===== src/rtl/tile_map_pkg.sv =====
package tile_map_pkg;

    parameter int CMD_W  = 4;
    parameter int DATA_W = 8;
    parameter int PPU_AW = 14;

    localparam logic [CMD_W-1:0] CMD_ARRANGE = CMD_W'(12);

    typedef enum logic [1:0] {
        MIR_VERT     = 2'd0,
        MIR_HORZ     = 2'd1,
        MIR_ONE_LOW  = 2'd2,
        MIR_ONE_HIGH = 2'd3
    } mirror_e;

    typedef struct packed {
        logic              wr;
        logic [CMD_W-1:0]  sel;
        logic [DATA_W-1:0] data;
    } cmd_t;

    function automatic logic page_bit(mirror_e m, logic a10, logic a11);
        case (m)
            MIR_VERT:    return a10;
            MIR_HORZ:    return a11;
            MIR_ONE_LOW: return 1'b0;
            default:     return 1'b1;
        endcase
    endfunction

endpackage


===== src/rtl/tile_bank_regs.sv =====
module tile_bank_regs
    import tile_map_pkg::*;
#(
    parameter int NUM_WIN = 8,
    parameter int BANK_W  = 8
) (
    input  logic                            clk,
    input  logic                            rst,
    input  cmd_t                            cmd,
    output logic [NUM_WIN-1:0][BANK_W-1:0]  bank_q,
    output mirror_e                         mode_q
);

    always_ff @(posedge clk) begin
        if (rst) begin
            bank_q <= '0;
            mode_q <= MIR_VERT;
        end else if (cmd.wr) begin
            for (int i = 0; i < NUM_WIN; i++) begin
                if (cmd.sel == CMD_W'(i))
                    bank_q[i] <= cmd.data[BANK_W-1:0];
            end
            if (cmd.sel == CMD_ARRANGE)
                mode_q <= mirror_e'(cmd.data[1:0]);
        end
    end

    for (genvar g = 0; g < NUM_WIN; g++) begin : g_load_chk
        AST_BANK_LOAD: assert property (@(posedge clk) disable iff (rst)
            (cmd.wr && cmd.sel == CMD_W'(g)) |=> (bank_q[g] == $past(cmd.data[BANK_W-1:0])))
            else $error("bank load mismatch");
    end

    AST_MODE_LOAD: assert property (@(posedge clk) disable iff (rst)
        (cmd.wr && cmd.sel == CMD_ARRANGE) |=> (mode_q == mirror_e'($past(cmd.data[1:0]))))
        else $error("mode load mismatch");

    AST_IGNORED_HOLD: assert property (@(posedge clk) disable iff (rst)
        (!cmd.wr || (cmd.sel >= CMD_W'(NUM_WIN) && cmd.sel != CMD_ARRANGE))
        |=> ($stable(bank_q) && $stable(mode_q)))
        else $error("state changed on ignored command");

endmodule


===== src/rtl/tile_addr_mux.sv =====
module tile_addr_mux
    import tile_map_pkg::*;
#(
    parameter int NUM_WIN  = 8,
    parameter int BANK_W   = 8,
    parameter int WIN_BITS = 10
) (
    input  logic [NUM_WIN-1:0][BANK_W-1:0] bank_q,
    input  logic [PPU_AW-1:0]              ppu_addr,
    output logic [BANK_W+WIN_BITS-1:0]     pat_addr,
    output logic                           pat_ce
);

    localparam int SEL_W = $clog2(NUM_WIN);

    logic [SEL_W-1:0] win;

    always_comb begin
        win      = ppu_addr[WIN_BITS +: SEL_W];
        pat_addr = {bank_q[win], ppu_addr[WIN_BITS-1:0]};
        pat_ce   = ~ppu_addr[PPU_AW-1];
    end

endmodule


===== src/rtl/tile_page_sel.sv =====
module tile_page_sel
    import tile_map_pkg::*;
(
    input  mirror_e mode_q,
    input  logic    a13,
    input  logic    a11,
    input  logic    a10,
    output logic    vram_ce,
    output logic    vram_a10
);

    always_comb begin
        vram_ce  = a13;
        vram_a10 = page_bit(mode_q, a10, a11);
    end

endmodule


===== src/rtl/tile_bank_mapper.sv =====
module tile_bank_mapper
    import tile_map_pkg::*;
#(
    parameter int NUM_WIN  = 8,
    parameter int BANK_W   = 8,
    parameter int WIN_BITS = 10,
    localparam int PAT_AW  = BANK_W + WIN_BITS
) (
    input  logic              clk,
    input  logic              rst,
    input  logic              cmd_wr,
    input  logic [CMD_W-1:0]  cmd_sel,
    input  logic [DATA_W-1:0] cmd_data,
    input  logic [PPU_AW-1:0] ppu_addr,
    output logic [PAT_AW-1:0] pat_addr,
    output logic              pat_ce,
    output logic              vram_ce,
    output logic              vram_a10
);

    cmd_t                           cmd;
    logic [NUM_WIN-1:0][BANK_W-1:0] bank_q;
    mirror_e                        mode_q;

    assign cmd = '{wr: cmd_wr, sel: cmd_sel, data: cmd_data};

    tile_bank_regs #(.NUM_WIN(NUM_WIN), .BANK_W(BANK_W)) u_regs (
        .clk    (clk),
        .rst    (rst),
        .cmd    (cmd),
        .bank_q (bank_q),
        .mode_q (mode_q)
    );

    tile_addr_mux #(.NUM_WIN(NUM_WIN), .BANK_W(BANK_W), .WIN_BITS(WIN_BITS)) u_mux (
        .bank_q   (bank_q),
        .ppu_addr (ppu_addr),
        .pat_addr (pat_addr),
        .pat_ce   (pat_ce)
    );

    tile_page_sel u_page (
        .mode_q   (mode_q),
        .a13      (ppu_addr[PPU_AW-1]),
        .a11      (ppu_addr[WIN_BITS+1]),
        .a10      (ppu_addr[WIN_BITS]),
        .vram_ce  (vram_ce),
        .vram_a10 (vram_a10)
    );

    AST_CE_EXCLUSIVE: assert property (@(posedge clk) disable iff (rst)
        $onehot({pat_ce, vram_ce}))
        else $error("enables not exclusive");

    AST_VERT_FOLLOWS: assert property (@(posedge clk) disable iff (rst)
        (mode_q == MIR_VERT) |-> (vram_a10 == ppu_addr[WIN_BITS]))
        else $error("vertical page wrong");

    AST_HORZ_FOLLOWS: assert property (@(posedge clk) disable iff (rst)
        (mode_q == MIR_HORZ) |-> (vram_a10 == ppu_addr[WIN_BITS+1]))
        else $error("horizontal page wrong");

    AST_SINGLE_PAGE: assert property (@(posedge clk) disable iff (rst)
        (mode_q[1]) |-> (vram_a10 == mode_q[0]))
        else $error("single page wrong");

endmodule


===== config.mk =====
export PLATFORM = sky130hd
export DESIGN_NAME = tile_bank_mapper
export DESIGN_NICKNAME = d
export VERILOG_FILES = /design/src/rtl/tile_map_pkg.sv /design/src/rtl/tile_bank_regs.sv /design/src/rtl/tile_addr_mux.sv /design/src/rtl/tile_page_sel.sv /design/src/rtl/tile_bank_mapper.sv
export SDC_FILE = /design/constraint.sdc
export NUM_CORES = 1
export LEC_CHECK = 0
export BUFFER_PORTS_ARGS = -buffer_cell sky130_fd_sc_hd__buf_4
export CAP_MARGIN = 10
export CORE_MARGIN = 2
export CORE_UTILIZATION = 40
export DETAILED_ROUTE_END_ITERATION = 10
export PLACE_DENSITY = 0.67
export SLEW_MARGIN = 20
export SYNTH_ARGS = -nofsm -noshare
export SYNTH_HDL_FRONTEND = slang
export SYNTH_SLANG_ARGS = --single-unit

===== constraint.sdc =====
create_clock -name clk -period 2.5 [get_ports clk]
set_input_delay 0.125 -clock clk [delete_from_list [all_inputs] [get_ports clk]]
set_output_delay 0.125 -clock clk [all_outputs]
set_load 0.01 [all_outputs]

After elaboration in Yosys (flattened, before gate mapping)
Cells that the tools add are included.

Register bits: 66. Bits of input ports: 29. Logic and storage cells: 35. Memory bits (writable): 0. Latch bits: 0. Bits in read-only memories: 0. Memories: 0.

Bitwise gates (word level): 1. Add/sub/neg operators: 0. Multiplexer cells: 3. Multipliers: 0. Magnitude comparators: 1. Equality and inequality tests: 10. Reduce and logical (&&, ||, !) cells: 11. Shift-type cells: 0. Div/mod/pow operators: 0.

Operator list (number): 8-bit binary-select mux with 3-bit select (1); 2-bit AND reduction (9); 4-bit by 3-bit equality test with 1-bit output (second input constant) (4); 4-bit by 2-bit equality test with 1-bit output (second input constant) (2); 8-bit two-way mux (1); 4-bit by 1-bit equality test with 1-bit output (second input constant) (1); 4-bit equality test (second input constant) (1); 4-bit zero test (1); 3-bit by 4-bit less-than comparator with 1-bit output (second input constant) (1); 1-bit one-hot mux with 3 select lines (1); 2-bit by 1-bit equality test with 1-bit output (second input constant) (1); 2-bit equality test (second input constant) (1); 2-bit zero test (1); 1-bit NOT (1).

Depth between registers and ports, before layout
Gate-level depths: netlist of the first run.

Depth after elaboration: 2. Depth in mapped cells: 5. Mapped depth without buffers: 3.

Modules after synthesis
From an unflattened synthesis of the first run, not the netlist that was laid out.

Cells, all modules: 285. Area, all modules: 3367.0 um2.

By module, submodules not included: tile_bank_regs (area an instance 2713.9 um2, sequential area each 1321.3 um2, instances 1, cells an instance 241); tile_addr_mux (area an instance 629.4 um2, sequential area each 0.0 um2, instances 1, cells an instance 40); tile_page_sel (area an instance 23.8 um2, sequential area each 0.0 um2, instances 1, cells an instance 4).

Worst setup path after synthesis of the first run
Ideal clock, no wire load.

Kind: input port to output port. From: input port ppu_addr[11]. To: output port pat_addr[10]. Data required time: 2.375 ns. Cell stages on the path: 4. Buffers on the path: 2. Path slack: 1.237 ns. Data arrival time: 1.138 ns. Path through: buf_6 buf_12 mux4_2 mux2_4.

Longest elaborated chain between the ends: 2.

RTL lines: start, declared (RTL line tile_bank_mapper.sv:14) `input logic [PPU_AW-1:0] ppu_addr,`; 8-bit binary-select mux with 3-bit select (RTL line tile_addr_mux.sv:20) `pat_addr = {bank_q[win], ppu_addr[WIN_BITS-1:0]};`; 8-bit two-way mux (not written as such) (RTL line tile_addr_mux.sv:20); end, declared (RTL line tile_bank_mapper.sv:15) `output logic [PAT_AW-1:0] pat_addr,`.

Every way passes these cells. The select of a mux whose other input is x is not followed.

Worst setup path after layout of the first run
From: register u_regs.bank_q[21] in the netlist's numbering. To: output port pat_addr[15].

Longest elaborated chain between the ends: 2.

RTL lines: start, declared (RTL line tile_bank_regs.sv:10) `output logic [NUM_WIN-1:0][BANK_W-1:0] bank_q,`; start signal, assigned by index (RTL line tile_bank_regs.sv:21) `bank_q[i] <= cmd.data[BANK_W-1:0];`; 8-bit binary-select mux with 3-bit select (RTL line tile_addr_mux.sv:20); 8-bit two-way mux (not written as such) (RTL line tile_addr_mux.sv:20).

Every way passes these cells. The select of a mux whose other input is x is not followed.

==> summary.txt, run 1 <==
Worst Path Max Fanout = 2
register share of total power = 0.498
Max Slew Vio Count = 0
Max Cap Viol = 0
Placed Cells incl. Taps = 382
Synth Area in Simple Gates = 0.1736
# fillers = 733
sequential area share after synthesis = 0.4038
final std cells w/o fill = 397
CTS tree = yes
Hold Crit Class = primary input to flip-flop
worst r2r src = u_regs.bank_q[63]
Gate power share = 0.074
H-tree levels = 3
Clock Pin Slew Worst Setup and Hold Paths = 0.07 ns
worst clock skew = 0 ns
Top FF cell, synth = dfxtp_1
main combinational cell family by area after synthesis = multiplexers
leak pwr = 1.748 nW
DRT Pass-1 Iters = 4
worst setup path class = flip-flop to output port
DR iter-0 viols = 76
final hold vios = 0
RSZ-0062 raised after global routing = false
Ant. Diodes = 0
Layout Nets = 320
CP Capture Type = output port
CTS Buffer Depth = 2
Post-Synth XOR/XNOR Area = 0
Worst Setup SP = u_regs.bank_q[21]
gr usage total = 0.1628
Routed wire per std cell = 16.47 um
TritonCTS Sinks = 66
Worst Path Arrival = 1.58 ns
Post-synth EDFFs = 0
reg-to-reg endpoint = u_regs.bank_q[63]
pwr dens = 594.6 nW/um^2
async set or reset register ratio after synthesis = 0
clock root buffer = clkbuf_8
Period Utilization, post-route = 0.6816
share of post-route cells with drive strength above 1 = 0.2034
Worst R2R Setup Slack = 1.87 ns
Power Internal = 0.001680 W
Placer Congestion = 0.6633
Area growth syn-to-layout = 10.59%
core area = 7807 um^2
post-route ant nets = 0
DRC Markers = 0
post-CTS repair timing setup buffer count = 0
min cycle time layout = 1.704 ns
P_sw = 0.0004713 W
Compound-Gate Fraction of Synth Area = 0.001530
Die ar. = 8919 um^2
CP Launch Type = flip-flop
largest net degree at the start of global routing = 75
Netlist Area Pre-Place = 3272 um^2
FF/Latch Area = 1321 um^2
Worst Setup EP = pat_addr[15]
VDD IR max = 0.0002703 V
Distinct cells, synth = 24
DP HPWL = 3.999 mm
Multi-input gate area = 1744 um^2
YS warnings = 0
Critical Path RT = 2.38 ns
Initial Utilization = 0.4191
worst-margin pin slew = 0.6650 ns
clock buffer count from CTS = 9
Mapped Cells = 285
PortBufs = 29
die outline height = 94.44 um
Max Freq = 586.9 MHz
post-CTS sizing = 0
mux share of post-synthesis cell area = 0.3579
Mean Syn Cell Area = 11.48 um^2
setup TNS = 0 ns
Via-to-Cell Ratio = 5.060
initial antenna violation count = 0
hold buffers post-CTS = 0
Die W = 94.44 um
worst r2r path cells = 2
first-pass GRT wire length = 10.75 mm
Vias = 2009
Congestion Overflow GR = 0
Max-slew headroom = 0.5556
Worst-Skew Late Latency = 0.34 ns
switching portion of total power = 0.2190
Detailed Route WL = 6.539 mm
I/O pins = 50
row count = 32
#FFs+latches synth = 66
Clk pwr share = 0.428
Final setup viols = 0
number of global-route vias before repair = 2074
post-synthesis adder-cell area fraction = 0
outcome = completed
syn nets = 314
-- registers in the layout, indices dropped and copies added, names as in the netlist --
signal / count
u_regs.bank_q: 64
u_regs.mode_q: 2
-- Yosys cell counts, types with 2 or more instances --
cell,instances,share of area
mux4_2,7,0.048
mux2i_1,66,0.20
nand2b_1,74,0.14
clkbuf_1,17,0.020
buf_4,13,0.030
mux4_1,9,0.072
nand2_1,8,0.0092
mux2_4,7,0.032
nor2b_1,2,0.0038
buf_2,2,0.0031
nor2_1,2,0.0023
dfxtp_1,66,0.40
-- power groups by stage --
stage	sequential [W]	combinational [W]	clock, W
floorplan	0.00109	0.000133	0
global placement	0.00109	0.000160	0
detailed placement	0.00110	0.000161	0
CTS	0.00107	0.000161	0.000942
global route	0.00107	0.000171	0.000995
finish	0.00107	0.000159	0.000922
-- cell type report --
| class | count | share of cell area |
|---|---|---|
| Clock buffer | 13 | 0.04668 |
| Clock inverter | 2 | 0.009682 |
| Sequential cell | 66 | 0.3651 |
| Timing Repair Buffer | 29 | 0.06017 |
| Multi-Input combinational cell | 184 | 0.4820 |
| Inverter | 1 | 0.001037 |
| Tap cell | 102 | 0.03527 |
-- layer usage --
metal	part of all wire	vias to the layer above	global-route usage
li1	-	988	-
met1	0.45	968	0.1997
met2	0.49	42	0.2768
met3	0.043	11	0.05267
met4	0.0086	0	0.04227
met5	0	-	0
-- cell families (layout without fill, tap and decap cells) --
kind of cell / after synthesis / count (layout)
muxes: 90 / 90
buffers and inverters: 35 / 45
AOI/OAI and AO/OA: 1 / 1
and+or+nand+nor: 93 / 93
DFF: 66 / 66
-- worst max-delay path, stage by stage, from the launching register on --
cell and delay (ns):
dfxtp_1 0.31, mux4_1 0.50, mux2_4 0.29, buf_4 0.14
-- stage by stage --
stage / hold WS, ns / total power, W / setup WS, ns / utilization / cell area (um^2)
after floorplan: 0.2935 / 0.001226 / 1.237 / - / 3272
after global placement: 0.2501 / 0.001254 / 0.9211 / 0.4373 / 3415
after detailed placement: 0.2501 / 0.001256 / 0.9068 / 0.4373 / 3415
after CTS: 0.1609 / 0.002175 / 0.7786 / 0.4635 / 3618
after global routing: 0.1751 / 0.002238 / 0.7449 / 0.4635 / 3618
final: 0.1720 / 0.002152 / 0.7960 / 0.4635 / 3618
-- worst min path at each step --
| stage | from | end | slack (ns) | cells after the start |
|---|---|---|---|---|
| 2_1_floorplan | ppu_addr[13] | pat_ce | 0.29 | 1 |
| 3_3_place_gp | ppu_addr[1] | pat_addr[1] | 0.25 | 0 |
| 3_5_place_dp | ppu_addr[1] | pat_addr[1] | 0.25 | 0 |
| 4_1_cts | cmd_sel[3] | u_regs.mode_q[1] | 0.16 | 3 |
| 5_1_grt | cmd_sel[3] | u_regs.mode_q[0] | 0.18 | 3 |
| 6_report | cmd_sel[3] | u_regs.mode_q[1] | 0.17 | 3 |
-- layout by cell type, fill, tap and decap left out, types with 2 or more instances in the layout --
cell | netlist | final
dfxtp_1 | 66 | 66
clkbuf_8 | 0 | 12
mux4_2 | 7 | 7
nand2b_1 | 74 | 74
nor2_1 | 2 | 2
nand2_1 | 8 | 8
buf_4 | 13 | 29
mux4_1 | 9 | 9
nor2b_1 | 2 | 2
mux2i_1 | 66 | 66
mux2_4 | 7 | 7
No activity file was read; power rests on OpenSTA's default activity.
==> run 2, diff against run 1 <==
- clock period: 2.5 -> 1.6 ns (I/O delays scaled with it)
==> summary.txt, run 2 (synthesis gave the netlist of run 1 again) <==
outcome = finished, violations left (was completed)
failing checks = negative setup slack
leak pwr = 1.756 nW (was 1.748 nW)
largest registers = u_regs.bank_q (64), u_regs.mode_q (2) (unchanged)
min cycle time layout = 1.616 ns
Initial Utilization = 0.4191 (unchanged)
CTS Buffer Depth = 2 (unchanged)
Clk pwr share = 0.445 (was 0.428)
clock root buffer = clkbuf_8 (unchanged)
Max Freq = 618.7 MHz
met3 global-route usage = 0.04629 (was 0.05267)
critical path, cell by cell = mux4_2 -> mux2_4 -> buf_6 (was mux4_1 -> mux2_4 -> buf_4)
core area = 7807 um^2 (unchanged)
Die ar. = 8919 um^2 (unchanged)
Final setup viols = 2 (was 0)
initial antenna violation count = 0 (unchanged)
number of global-route vias before repair = 2075 (was 2074)
Max-slew headroom = 0.6908 (was 0.5556)
Detailed Route WL = 6.820 mm (was 6.539 mm)
post-route ant nets = 0 (unchanged)
worst setup path class = flip-flop to output port (unchanged)
Gate power share = 0.076 (was 0.074)
PortBufs = 29 (unchanged)
DR iter-0 viols = 90 (was 76)
DRT Pass-1 Iters = 6 (was 4)
Period Utilization, post-route = 1.010
Crit-path slowest cell = mux4_2 (was mux4_1)
Area growth syn-to-layout = 14.26% (was 10.59%)
Vias = 2065 (was 2009)
pwr dens = 935.3 nW/um^2 (was 594.6 nW/um^2)
row count = 32 (unchanged)
DRC Markers = 0 (unchanged)
most common cell after layout, fill and taps aside = nand2b_1 (unchanged)
Max Cap Viol = 0 (unchanged)
CP Launch Type = flip-flop (unchanged)
CP Capture Type = output port (unchanged)
FF/Latch Area = 1344 um^2 (was 1321 um^2)
switching portion of total power = 0.2119 (was 0.2190)
gr usage total = 0.1691 (was 0.1628)
Hold Crit Class = primary input to flip-flop (unchanged)
Via-to-Cell Ratio = 5.061 (was 5.060)
Congestion Overflow GR = 0 (unchanged)
Worst Path Max Fanout = 2 (unchanged)
Worst Path Arrival = 1.54 ns (was 1.58 ns)
DP HPWL = 4.366 mm (was 3.999 mm)
TritonCTS Sinks = 66 (unchanged)
max reg flops = 64 (unchanged)
Multi-input gate area = 1714 um^2 (was 1744 um^2)
clock buffer count from CTS = 9 (unchanged)
crit-path max cell delay = 0.46 ns (was 0.50 ns)
share of post-route cells with drive strength above 1 = 0.3170 (was 0.2034)
Placed Cells incl. Taps = 390 (was 382)
VDD IR max = 0.0007184 V (was 0.0002703 V)
worst-margin pin slew = 0.4626 ns (was 0.6650 ns)
final hold vios = 0 (unchanged)
Ant. Diodes = 0 (unchanged)
largest net degree at the start of global routing = 48 (was 75)
first-pass GRT wire length = 11.09 mm (was 10.75 mm)
P_sw = 0.0007409 W (was 0.0004713 W)
Placer Congestion = 0.7056 (was 0.6633)
Power Internal = 0.002756 W (was 0.001680 W)
H-tree levels = 3 (unchanged)
worst setup margin = -0.01629 ns (was 0.7960 ns)
Layout Nets = 331 (was 320)
Max Slew Vio Count = 0 (unchanged)
Routed wire per std cell = 16.72 um (was 16.47 um)
CTS tree = yes (unchanged)
Die W = 94.44 um (unchanged)
commonest non-fill, non-tap cells in the layout = 74 x nand2b_1, 66 x mux2i_1, 48 x dfxtp_1 (was 74 x nand2b_1, 66 x mux2i_1, 66 x dfxtp_1)
I/O pins = 50 (unchanged)
RSZ-0062 raised after global routing = true (was false)
die outline height = 94.44 um (unchanged)
# fillers = 730 (was 733)
Clock Pin Slew Worst Setup and Hold Paths = 0.07 ns (about the same)
Critical Path RT = 1.52 ns (was 2.38 ns)
setup TNS = -0.02239 ns (was 0 ns)
final std cells w/o fill = 408 (was 397)
register share of total power = 0.479 (was 0.498)
Biggest register = u_regs.bank_q (unchanged)
CP delay by family, top = multiplexers (unchanged)
Placement Setup Slack = 0.1073 ns (was 0.9068 ns)
worst clock skew = 0 ns (unchanged)
Worst-Skew Late Latency = 0.34 ns (about the same)
Most Crowded Layer GR = met2 (unchanged)
Tot Pwr = 0.003497 W (was 0.002152 W)
met2 usage = 0.2685 (was 0.2768)
CP bufs+invs = 1 (unchanged)
met1 Usage GRT = 0.2191 (was 0.1997)
-- run 2: cell count changes in the layout (fill, tap and decap cells not counted), moves of 3 or more --
cell / previous run / this run
mux4_1: 9 / 0
mux4_2: 7 / 16
buf_6: 0 / 8
dfxtp_1: 66 / 48
buf_4: 29 / 32
dfxtp_2: 0 / 18
-- run 2: power groups by stage --
stage | combinational, W | sequential [W] | clock, W
floorplan | 0.000208 | 0.00171 | 0
global placement | 0.000256 | 0.00171 | 0
detailed placement | 0.000260 | 0.00171 | 0
CTS | 0.000268 | 0.00168 | 0.00160
global route | 0.000287 | 0.00168 | 0.00165
finish | 0.000264 | 0.00168 | 0.00156
-- run 2: routing by layer --
metal | wire length, um | vias to the layer above
met3 | 265 | 15
met2 | 3204 | 42
met1 | 3239 | 1010
met4 | 111 | 0
met5 | 0 | -
li1 | - | 998
-- run 2: timing repair --
item / in CTS / in global routing
hold buffers: 0 / 0
setup endpoints to repair: 8 / 8
buffers inserted: 3 / 0
endpoints found under the hold margin: 0 / 0
gates resized for setup: 31 / 5
-- run 2: worst min-delay path, delay by kind of cell --
family | cells | cell delay, ns
buffers and inverters | 1 | 0.11
multiplexers | 1 | 0.08
AND/OR/NAND/NOR | 2 | 0.15
-- run 2: stage by stage --
| stage | area [um^2] | util | hold slack (ns) |
|---|---|---|---|
| final | 3739 | 0.4788 | 0.1296 |
| after global routing | 3739 | 0.4788 | 0.1362 |
| after CTS | 3737 | 0.4787 | 0.1149 |
| after detailed placement | 3475 | 0.4450 | 0.1601 |
| after global placement | 3475 | 0.4450 | 0.1601 |
| after floorplan | 3272 | - | 0.2035 |
-- run 2: final cells by class --
cell class	instances	area share
inverters	1	0.001004
clock inverters	2	0.01606
flip-flops and latches	66	0.3594
well taps	102	0.03414
multi-input cells	184	0.4585
clock buffers	13	0.04250
repair buffers	40	0.08835
-- run 2: worst paths after layout --
check | start | slack (ns) | end | cells past startpoint
worst min register to register | u_regs.bank_q[34] | 0.47 | u_regs.bank_q[34] | 2
worst max-delay path | u_regs.bank_q[23] | -0.02 | pat_addr[17] | 3
worst max register to register | u_regs.bank_q[32] | 0.91 | u_regs.bank_q[32] | 3
worst min-delay path | cmd_sel[1] | 0.13 | u_regs.bank_q[46] | 4
